## config.mk

```make
export PLATFORM = sky130hd
export DESIGN_NAME = amm_modmul
export DESIGN_NICKNAME = d
export VERILOG_FILES = /design/src/rtl/amm_pkg.sv /design/src/rtl/amm_qdiv.sv /design/src/rtl/amm_restab.sv /design/src/rtl/amm_modmul.sv
export SDC_FILE = /design/constraint.sdc
export NUM_CORES = 2
export LEC_CHECK = 0
export CORE_ASPECT_RATIO = 0.9
export CORE_UTILIZATION = 64
export DETAILED_ROUTE_END_ITERATION = 16
export GPL_TIMING_DRIVEN = 0
export HOLD_SLACK_MARGIN = 0.1
export PLACE_DENSITY = 0.89
export SLEW_MARGIN = 25
export SYNTH_ARGS = -nofsm -noshare
export SYNTH_HDL_FRONTEND = slang
export SYNTH_SLANG_ARGS = --single-unit
```

## constraint.sdc

```tcl
create_clock -name clk -period 9.86 [get_ports clk]
set_input_delay 1.479 -clock clk [delete_from_list [all_inputs] [get_ports clk]]
set_output_delay 1.479 -clock clk [all_outputs]
set_load 0.02 [all_outputs]
```

## src/rtl/amm_pkg.sv

```systemverilog
// Shared types for the approximate-quotient modular multiplier.
// Assumes nothing beyond the parameters of the instantiating module.
package amm_pkg;
    // Number of residue table entries (i * b^(n+1) mod D, i = 1..6).
    localparam int TAB_N = 6;

    // Controller states.
    typedef enum logic [2:0] {
        ST_IDLE,   // waiting for start
        ST_QSEL,   // choose quotient path: bypass or divider
        ST_QWAIT,  // waiting for the digit divider
        ST_APPLY,  // subtract q*D, fold overflow digit
        ST_SHIFT,  // P <- b*P + X*y_i
        ST_FIX,    // subtract D while P >= D
        ST_BUILD   // fill table entries 2..6
    } amm_state_e;

    // Which pass the shared datapath is serving.
    typedef enum logic {
        PH_TABLE,  // forming b^(n+1) mod D
        PH_MAIN    // digit-serial multiply
    } amm_phase_e;
endpackage

```

## src/rtl/amm_qdiv.sv

```systemverilog
// Restoring divider: a 2W-bit dividend over a (W+1)-bit divisor, one
// quotient bit per cycle, 2W cycles in all.
// Assumes: den is nonzero and go is raised only while busy is low.
module amm_qdiv #(
    parameter int W = 8
) (
    input  logic             clk,
    input  logic             rst_n,
    input  logic             go,
    input  logic [2*W-1:0]   num,
    input  logic [W:0]       den,
    output logic             busy,
    output logic             fin,
    output logic [2*W-1:0]   quo
);
    localparam int NB = 2 * W;
    localparam int CW = $clog2(NB + 1);

    logic [W+1:0]  rem_r;
    logic [NB-1:0] num_r;
    logic [NB-1:0] quo_r;
    logic [W:0]    den_r;
    logic [CW-1:0] cnt_r;
    logic          busy_r;
    logic          fin_r;

    logic [W+1:0]  rem_sh;
    logic          take;
    logic [W+1:0]  rem_nx;

    // Purpose: one restoring step (shift in the next dividend bit, trial subtract).
    always_comb begin
        rem_sh = {rem_r[W:0], num_r[NB-1]};
        take   = (rem_sh >= {1'b0, den_r});
        rem_nx = take ? (rem_sh - {1'b0, den_r}) : rem_sh;
    end

    // Purpose: load the operands on go, then iterate until every bit is done.
    always_ff @(posedge clk) begin
        if (!rst_n) begin
            rem_r  <= '0;
            num_r  <= '0;
            quo_r  <= '0;
            den_r  <= '0;
            cnt_r  <= '0;
            busy_r <= 1'b0;
            fin_r  <= 1'b0;
        end else begin
            fin_r <= 1'b0;
            if (go && !busy_r) begin
                rem_r  <= '0;
                num_r  <= num;
                quo_r  <= '0;
                den_r  <= den;
                cnt_r  <= CW'(NB);
                busy_r <= 1'b1;
            end else if (busy_r) begin
                rem_r <= rem_nx;
                quo_r <= {quo_r[NB-2:0], take};
                num_r <= {num_r[NB-2:0], 1'b0};
                cnt_r <= cnt_r - CW'(1);
                if (cnt_r == CW'(1)) begin
                    busy_r <= 1'b0;
                    fin_r  <= 1'b1;
                end
            end
        end
    end

    assign busy = busy_r;
    assign fin  = fin_r;
    assign quo  = quo_r;

    // R4 (the partial remainder stays below the divisor while iterating)
    rem_bound_chk: assert property (@(posedge clk) disable iff (!rst_n)
        busy_r |=> (rem_r < {1'b0, den_r}));
endmodule

```

## src/rtl/amm_restab.sv

```systemverilog
// Residue table: TAB_N entries of N*W bits, one write port and two
// read ports. Index 0 and indices above TAB_N read as zero.
// Assumes the writer supplies already-reduced values.
module amm_restab import amm_pkg::*; #(
    parameter int W = 8,
    parameter int N = 4
) (
    input  logic                         clk,
    input  logic                         rst_n,
    input  logic                         wr_en,
    input  logic [$clog2(TAB_N+1)-1:0]   wr_idx,
    input  logic [N*W-1:0]               wr_val,
    input  logic [$clog2(TAB_N+1)-1:0]   rda_idx,
    output logic [N*W-1:0]               rda_val,
    input  logic [$clog2(TAB_N+1)-1:0]   rdb_idx,
    output logic [N*W-1:0]               rdb_val
);
    localparam int NW    = N * W;
    localparam int IW    = $clog2(TAB_N + 1);
    localparam int SLOTS = 1 << IW;

    logic [NW-1:0] ent [SLOTS];

    for (genvar g = 0; g < SLOTS; g++) begin : g_slot
        if (g >= 1 && g <= TAB_N) begin : g_reg
            // Purpose: hold one residue entry, replaced when addressed.
            always_ff @(posedge clk) begin
                if (!rst_n) begin
                    ent[g] <= '0;
                end else if (wr_en && (wr_idx == IW'(g))) begin
                    ent[g] <= wr_val;
                end
            end
        end else begin : g_zero
            assign ent[g] = '0;
        end
    end

    assign rda_val = ent[rda_idx];
    assign rdb_val = ent[rdb_idx];
endmodule

```

## src/rtl/amm_modmul.sv

```systemverilog
// Digit-serial modular multiplier with an approximate quotient.
// For each operation: build the table i*b^(n+1) mod D, then run N steps of
// P <- b*P + X*y_i, q ~ floor(top two low digits / (d_top+1)),
// P' <- P' - q*D, fold the overflow digit through the table, and finally
// subtract D while P >= D.
// Assumes: modulus top digit in [b/2, b-1], opa and opb below modulus.
module amm_modmul import amm_pkg::*; #(
    parameter int W = 8,
    parameter int N = 4
) (
    input  logic           clk,
    input  logic           rst_n,
    input  logic           start,
    input  logic [N*W-1:0] opa,
    input  logic [N*W-1:0] opb,
    input  logic [N*W-1:0] modulus,
    output logic           done,
    output logic [N*W-1:0] result
);
    localparam int NW = N * W;
    localparam int LW = (N + 1) * W;
    localparam int PW = (N + 2) * W;
    localparam int CW = (N > 1) ? $clog2(N) : 1;
    localparam int IW = $clog2(TAB_N + 1);
    localparam logic [W-1:0] DMAX = '1;

    amm_state_e    state;
    amm_phase_e    phase;
    logic [NW-1:0] x_r, y_r, d_r;
    logic [PW-1:0] acc;
    logic [W:0]    q_r;
    logic [CW-1:0] dig;
    logic [IW-1:0] k_r;
    logic          done_r;
    logic [NW-1:0] res_r;

    // Datapath signals.
    logic [W-1:0]   d_top, hi_ovf, ydig;
    logic [LW-1:0]  lowp;
    logic [2*W-1:0] top2;
    logic [W:0]     div_den;
    logic [PW-1:0]  pre_val, qd, red_low, apply_val, shift_val, five_d, d_ext;
    logic           acc_ge_d;
    logic [NW:0]    build_sum;
    logic [NW-1:0]  build_val;

    // Divider and table wiring.
    logic           div_go, div_busy, div_fin;
    logic [2*W-1:0] div_quo;
    logic           tab_we;
    logic [IW-1:0]  tab_widx, tab_ridx;
    logic [NW-1:0]  tab_wval, e_sel, e_one;

    // Purpose: slice the working value and the modulus into the fields the steps use.
    always_comb begin
        d_top   = d_r[NW-1 -: W];
        hi_ovf  = acc[PW-1 -: W];
        lowp    = acc[LW-1:0];
        top2    = acc[LW-1 -: 2*W];
        ydig    = y_r[int'(dig)*W +: W];
        div_den = {1'b0, d_top} + (W+1)'(1);
        d_ext   = PW'(d_r);
        five_d  = (d_ext << 2) + d_ext;
    end

    // Purpose: starting value b^(n+1) - b*D for the table pass.
    always_comb begin
        pre_val = (PW'(1) << LW) - (PW'(modulus) << W);
    end

    // Purpose: reduction step, subtract q*D and fold in the overflow residue.
    always_comb begin
        qd        = PW'(q_r) * d_ext;
        red_low   = PW'(lowp) - qd;
        apply_val = ((phase == PH_MAIN) && (hi_ovf != '0))
                    ? (red_low + PW'(e_sel)) : red_low;
    end

    // Purpose: shift in the next digit product.
    always_comb begin
        shift_val = (acc << W) + (PW'(x_r) * PW'(ydig));
        acc_ge_d  = (acc >= d_ext);
    end

    // Purpose: next table entry, e[k-1] + e[1] with one conditional subtract.
    always_comb begin
        build_sum = {1'b0, e_sel} + {1'b0, e_one};
        build_val = (build_sum >= {1'b0, d_r})
                    ? NW'(build_sum - {1'b0, d_r}) : build_sum[NW-1:0];
    end

    // Purpose: table port control for the first entry (end of FIX) and for entries 2..6 (BUILD).
    always_comb begin
        tab_we   = ((state == ST_FIX) && (phase == PH_TABLE) && !acc_ge_d)
                   || (state == ST_BUILD);
        tab_widx = (state == ST_BUILD) ? k_r : IW'(1);
        tab_wval = (state == ST_BUILD) ? build_val : acc[NW-1:0];
        tab_ridx = (state == ST_BUILD) ? (k_r - IW'(1)) : hi_ovf[IW-1:0];
        div_go   = (state == ST_QSEL) && (d_top != DMAX);
    end

    amm_qdiv #(.W(W)) u_div (
        .clk   (clk),
        .rst_n (rst_n),
        .go    (div_go),
        .num   (top2),
        .den   (div_den),
        .busy  (div_busy),
        .fin   (div_fin),
        .quo   (div_quo)
    );

    amm_restab #(.W(W), .N(N)) u_tab (
        .clk     (clk),
        .rst_n   (rst_n),
        .wr_en   (tab_we),
        .wr_idx  (tab_widx),
        .wr_val  (tab_wval),
        .rda_idx (tab_ridx),
        .rda_val (e_sel),
        .rdb_idx (IW'(1)),
        .rdb_val (e_one)
    );

    // Purpose: sequence the table pass, the digit loop and the final correction.
    always_ff @(posedge clk) begin
        if (!rst_n) begin
            state  <= ST_IDLE;
            phase  <= PH_TABLE;
            x_r    <= '0;
            y_r    <= '0;
            d_r    <= '0;
            acc    <= '0;
            q_r    <= '0;
            dig    <= '0;
            k_r    <= '0;
            done_r <= 1'b0;
            res_r  <= '0;
        end else begin
            done_r <= 1'b0;
            case (state)
                ST_IDLE: begin
                    if (start) begin
                        x_r   <= opa;
                        y_r   <= opb;
                        d_r   <= modulus;
                        acc   <= pre_val;
                        phase <= PH_TABLE;
                        state <= ST_QSEL;
                    end
                end
                ST_QSEL: begin
                    if (d_top == DMAX) begin
                        q_r   <= {1'b0, acc[LW-1 -: W]};
                        state <= ST_APPLY;
                    end else begin
                        state <= ST_QWAIT;
                    end
                end
                ST_QWAIT: begin
                    if (div_fin) begin
                        q_r   <= div_quo[W:0];
                        state <= ST_APPLY;
                    end
                end
                ST_APPLY: begin
                    acc <= apply_val;
                    if (phase == PH_TABLE || dig == '0) begin
                        state <= ST_FIX;
                    end else begin
                        dig   <= dig - CW'(1);
                        state <= ST_SHIFT;
                    end
                end
                ST_SHIFT: begin
                    acc   <= shift_val;
                    state <= ST_QSEL;
                end
                ST_FIX: begin
                    if (acc_ge_d) begin
                        acc <= acc - d_ext;
                    end else if (phase == PH_TABLE) begin
                        k_r   <= IW'(2);
                        state <= ST_BUILD;
                    end else begin
                        res_r  <= acc[NW-1:0];
                        done_r <= 1'b1;
                        state  <= ST_IDLE;
                    end
                end
                ST_BUILD: begin
                    if (k_r == IW'(TAB_N)) begin
                        acc   <= '0;
                        dig   <= CW'(N - 1);
                        phase <= PH_MAIN;
                        state <= ST_SHIFT;
                    end else begin
                        k_r <= k_r + IW'(1);
                    end
                end
                default: state <= ST_IDLE;
            endcase
        end
    end

    assign done   = done_r;
    assign result = res_r;


    done_pulse_chk: assert property (@(posedge clk) disable iff (!rst_n)
        done_r |=> !done_r);

    result_range_chk: assert property (@(posedge clk) disable iff (!rst_n)
        done_r |-> (res_r < d_r));

    bypass_idle_chk: assert property (@(posedge clk) disable iff (!rst_n)
        (div_busy && state != ST_IDLE) |-> (d_top != DMAX));

    qhigh_chk: assert property (@(posedge clk) disable iff (!rst_n)
        div_fin |-> (div_quo[2*W-1:W+1] == '0));

    red_nonneg_chk: assert property (@(posedge clk) disable iff (!rst_n)
        (state == ST_APPLY) |-> (qd <= PW'(lowp)));

    red_bound_chk: assert property (@(posedge clk) disable iff (!rst_n)
        (state == ST_APPLY) |-> (red_low < five_d));

    ovf_digit_chk: assert property (@(posedge clk) disable iff (!rst_n)
        (state == ST_APPLY && phase == PH_MAIN) |-> (hi_ovf <= W'(TAB_N)));

    tab_entry_chk: assert property (@(posedge clk) disable iff (!rst_n)
        tab_we |-> (tab_wval < d_r));
endmodule

```

==> summary.txt <==
Floorplanning
  • Chip Width: ~290 um
  • Die area: 73,400 um2
  • Area inside the core boundary: 71,600 um2
  • I/O pin total: roughly 130
  • Floorplan die height: 257 um
  • Initial core utilization: 64.7%
  • Number of rows in the core area: 93

Global routing
  • Antenna violations before repair: 10
  • Number of global-route vias before repair: 44,295
  • Wire length of the first global-routing pass: 275,000 um
  • Maximum number of pins on one net before global-route repair: 14
  • Total track usage: 50.1%
  • Total gr overflow: 0

Outcome
  • Result of the run: completed

Timing
  • Worst-Margin Slew: ~1300 ps
  • Max Clock Freq: 102 MHz
  • Worst slew slack as a fraction of its limit: 14.6%
  • Setup Total Neg Slack: 0 ps
  • Tcrit/Tclk final: 99.5%
  • Fin. max-slew vios: 0
  • Worst setup skew after layout: 35.0 ps
  • Hold Vio Cnt, Final: 0
  • Final worst slack: 46.2 ps
  • Setup violators final: 0
  • Minimum clock period after layout: 9810 ps

Worst hold path
  • Hold-critical path depth: 2
  • Worst Min Path Start: result[26]
  • Type of the tightest min-delay check: flip-flop to flip-flop

Setup path
  • Cells on worst reg2reg path: 31
  • Required time at the endpoint of the critical path: 10,340 ps
  • Critical Path Fanout Max: 10
  • Crit path launch type: flip-flop
  • Startpoint of the lowest-slack register-to-register path: q_r[2]
  • Class of the most critical setup path: flip-flop to flip-flop
  • Delay of the slowest cell on the worst path: 640 ps
  • Standard cell with the maximum stage delay on the critical path: dfxtp_1
  • Launch point of the worst path: q_r[2]
  • Data arrival time of the critical path: just over 10,000 ps
  • Type of destination of the critical path: flip-flop
  • Cell mode on critical path: fa_1

Detailed routing
  • Vias per Instance: 6.62
  • DR pass1 iterations: 9
  • DRT iter0 DRCs: 6,911
  • Number of design rule violations left after detail routing: 0
  • Number of vias after detailed routing: 47,170
  • Final antenna-violating net count: 0
  • Post-DR wirelength/cell: 26.4 um
  • Total length of routed wires: 188,000 um

Synth
  • FF+latch count, synth: between 400 and 500
  • Post-synthesis instance total: 5,949
  • Ys flop type: dfxtp_1
  • Unique cell type count in the Yosys netlist: 97
  • Leading cell types by count after synthesis: nand2_1 (962), inv_1 (629), a21oi_1 (594), fa_1 (463), dfxtp_1 (437)
  • Mean cell area of the mapped netlist: 7.78 um2
  • Area share of the largest cell type after synthesis: between 20% and 30%
  • Library cell occupying the most area in the post-synthesis netlist: fa_1
  • Portion of the post-synthesis area used by sequential elements: 18.9%
  • Dominant cells by area after synthesis: fa_1 (20%), dfxtp_1 (19%), nand2_1 (7.8%)
  • Count of warnings emitted by yosys: 0
  • Async S/R FF share, synth: 0%
  • Number of enable flip-flop cells after synthesis: 0
  • Leading cell type by number of instances after synthesis: nand2_1
  • Syn Nets: 6,797
  • Mapped Area: 46,300 um2

Clock tree
  • Worst skew pair latency: 640 ps
  • CTS H-tree depth: 2
  • Clock input transition at the sequential cells of the worst setup and hold paths: 60 ps
  • CTS tree: yes
  • Clock net sink count: 437
  • Num CTS Buffers: 50
  • Root cell of the clock tree: clkbuf_16
  • Maximum root-to-sink buffer count: 3

Pwr
  • Overall power of the completed layout: approximately 0.0082 W
  • Cell Int Power: ~0.0043 W
  • Sequential share of power: 25.0%
  • Fraction of power consumed by the clock network: 23.8%
  • Static leakage: 20.9 nW
  • Fraction of power spent switching nets: 47.7%
  • Portion of total power attributed to combinational logic: 51.2%
  • Power per cell area: approximately 160 nW/um2
  • Sw power: around 0.0039 W
  • Max IR drop VDD: 0.230 mV

Placement
  • RD Place Congestion: 1.11
  • # port buffers: 131
  • Sum of net half-perimeters after detailed placement: 152,000 um
  • Worst setup slack after placement: -282 ps

Layout
  • Layout Nets: 6,979
  • Fraction of layout instances using a drive strength above 1: 3.74%
  • Growth of design area from synthesis to finish: 9.44%
  • Util after Layout: a little over two thirds
  • Number of fill cells in the layout: 5,811

Flow run
  • Maximum Capacitance Violations: 0
layout make-up:
class | count | area, um2 | area share, %
Inverter | 631 | 2370 | 4.68
Clock buffer | 73 | 1460 | 2.88
Multi-Input combinational cell | 4527 | 33900 | 67.0
Timing Repair Buffer | 132 | 1320 | 2.61
Clock inverter | 19 | 208 | 0.410
Antenna cell | 8 | 20.0 | 0.0395
Buffer | 352 | 1400 | 2.77
Tap cell | 950 | 1190 | 2.35
Sequential cell | 437 | 8750 | 17.3
path summary, 6_finish.rpt:
check,to,slack [ps]
setup / recovery,acc[41],50
hold / removal,result[26],450
setup reg to reg,acc[41],50
hold reg to reg,result[26],450
cells by family (layout without fill, tap and decap cells):
family | count (synthesis) | after routing | share of synthesized area [%]
simple gates | 2023 | 2023 | 19.8
compound gates | 1464 | 1464 | 19.7
buf+inv | 985 | 1207 | 8.01
fa+ha+maj | 749 | 749 | 27.8
flops | 437 | 437 | 18.9
xor+xnor | 244 | 244 | 4.65
mux | 47 | 47 | 1.28
other cells | 0 | 8 | 0
state kept, by name, summed over array words and instances (netlist names), 2 cells and up:
register / count
state: 3
k_r: 3
result: 32
x_r: 32
u_div.den_r: 9
dig: 2
y_r: 32
u_div.cnt_r: 5
u_div.quo: 9
q_r: 9
d_r: 32
acc: 48
u_div.num_r: 16
u_tab.ent: 192
u_div.rem_r: 9
critical path, delay by kind of cell, from the launching register on:
kind / cells / cell delay, ps
compound gates: 6 / 1750
simple gates: 11 / 2770
xor+xnor: 1 / 230
buf+inv: 5 / 970
fa+ha+maj: 7 / 3040
flops: 1 / 640
mux: 1 / 240
cells in the final DEF (no fill, tap or decap), types with 33 or more instances in the layout:
cell type and n:
xor2_1 95, clkdlybuf4s50_1 131, clkbuf_1 268, fa_1 463, a21o_1 98, dfxtp_1 433
ha_1 286, o21ai_0 263, nand2_1 961, nand2b_1 36, xnor2_1 144, a21oi_1 590
and2_1 287, clkbuf_2 58, nor3_1 76, nor2_1 373, nand4_1 39, o21a_1 42
a221oi_1 56, a31oi_1 33, o211ai_1 34, a211oi_1 122, inv_1 629, nand3_1 116
clkbuf_16 50
power by group through the flow:
stage | clock network (W) | registers (W) | logic [W]
global route | 0.00199 | 0.00204 | 0.00440
global placement | 0 | 0.00206 | 0.00387
detailed placement | 0 | 0.00206 | 0.00392
CTS | 0.00192 | 0.00203 | 0.00396
finish | 0.00195 | 0.00205 | 0.00419
floorplan | 0 | 0.00197 | 0.00265
layer usage:
metal,GRT usage (%),vias to the layer above,share of wire [%]
met2,70.5,3515,40
met4,27.0,12,6.6
li1,-,20226,-
met3,19.7,731,16
met1,65.8,22686,37
met5,0.197,-,0.036
stage by stage:
stage / std cells / hold WS [ps] / cell area [um2]
final: 7129 / 452 / 50700
after global routing: 7121 / 465 / 50600
after CTS: 7123 / 451 / 50500
after detailed placement: 7031 / 442 / 48800
after global placement: 7030 / 433 / 48800
after floorplan: 5949 / 422 / 46300
repair_timing:
action | 4_1_cts | 5_1_grt
resized for setup | 19 | 85
hold buffers | 0 | 0
setup endpoints to repair | 6 | 192
buffers inserted | 0 | 0
endpoints found under the hold margin | 0 | 0
No activity file was read; power rests on OpenSTA's default activity.
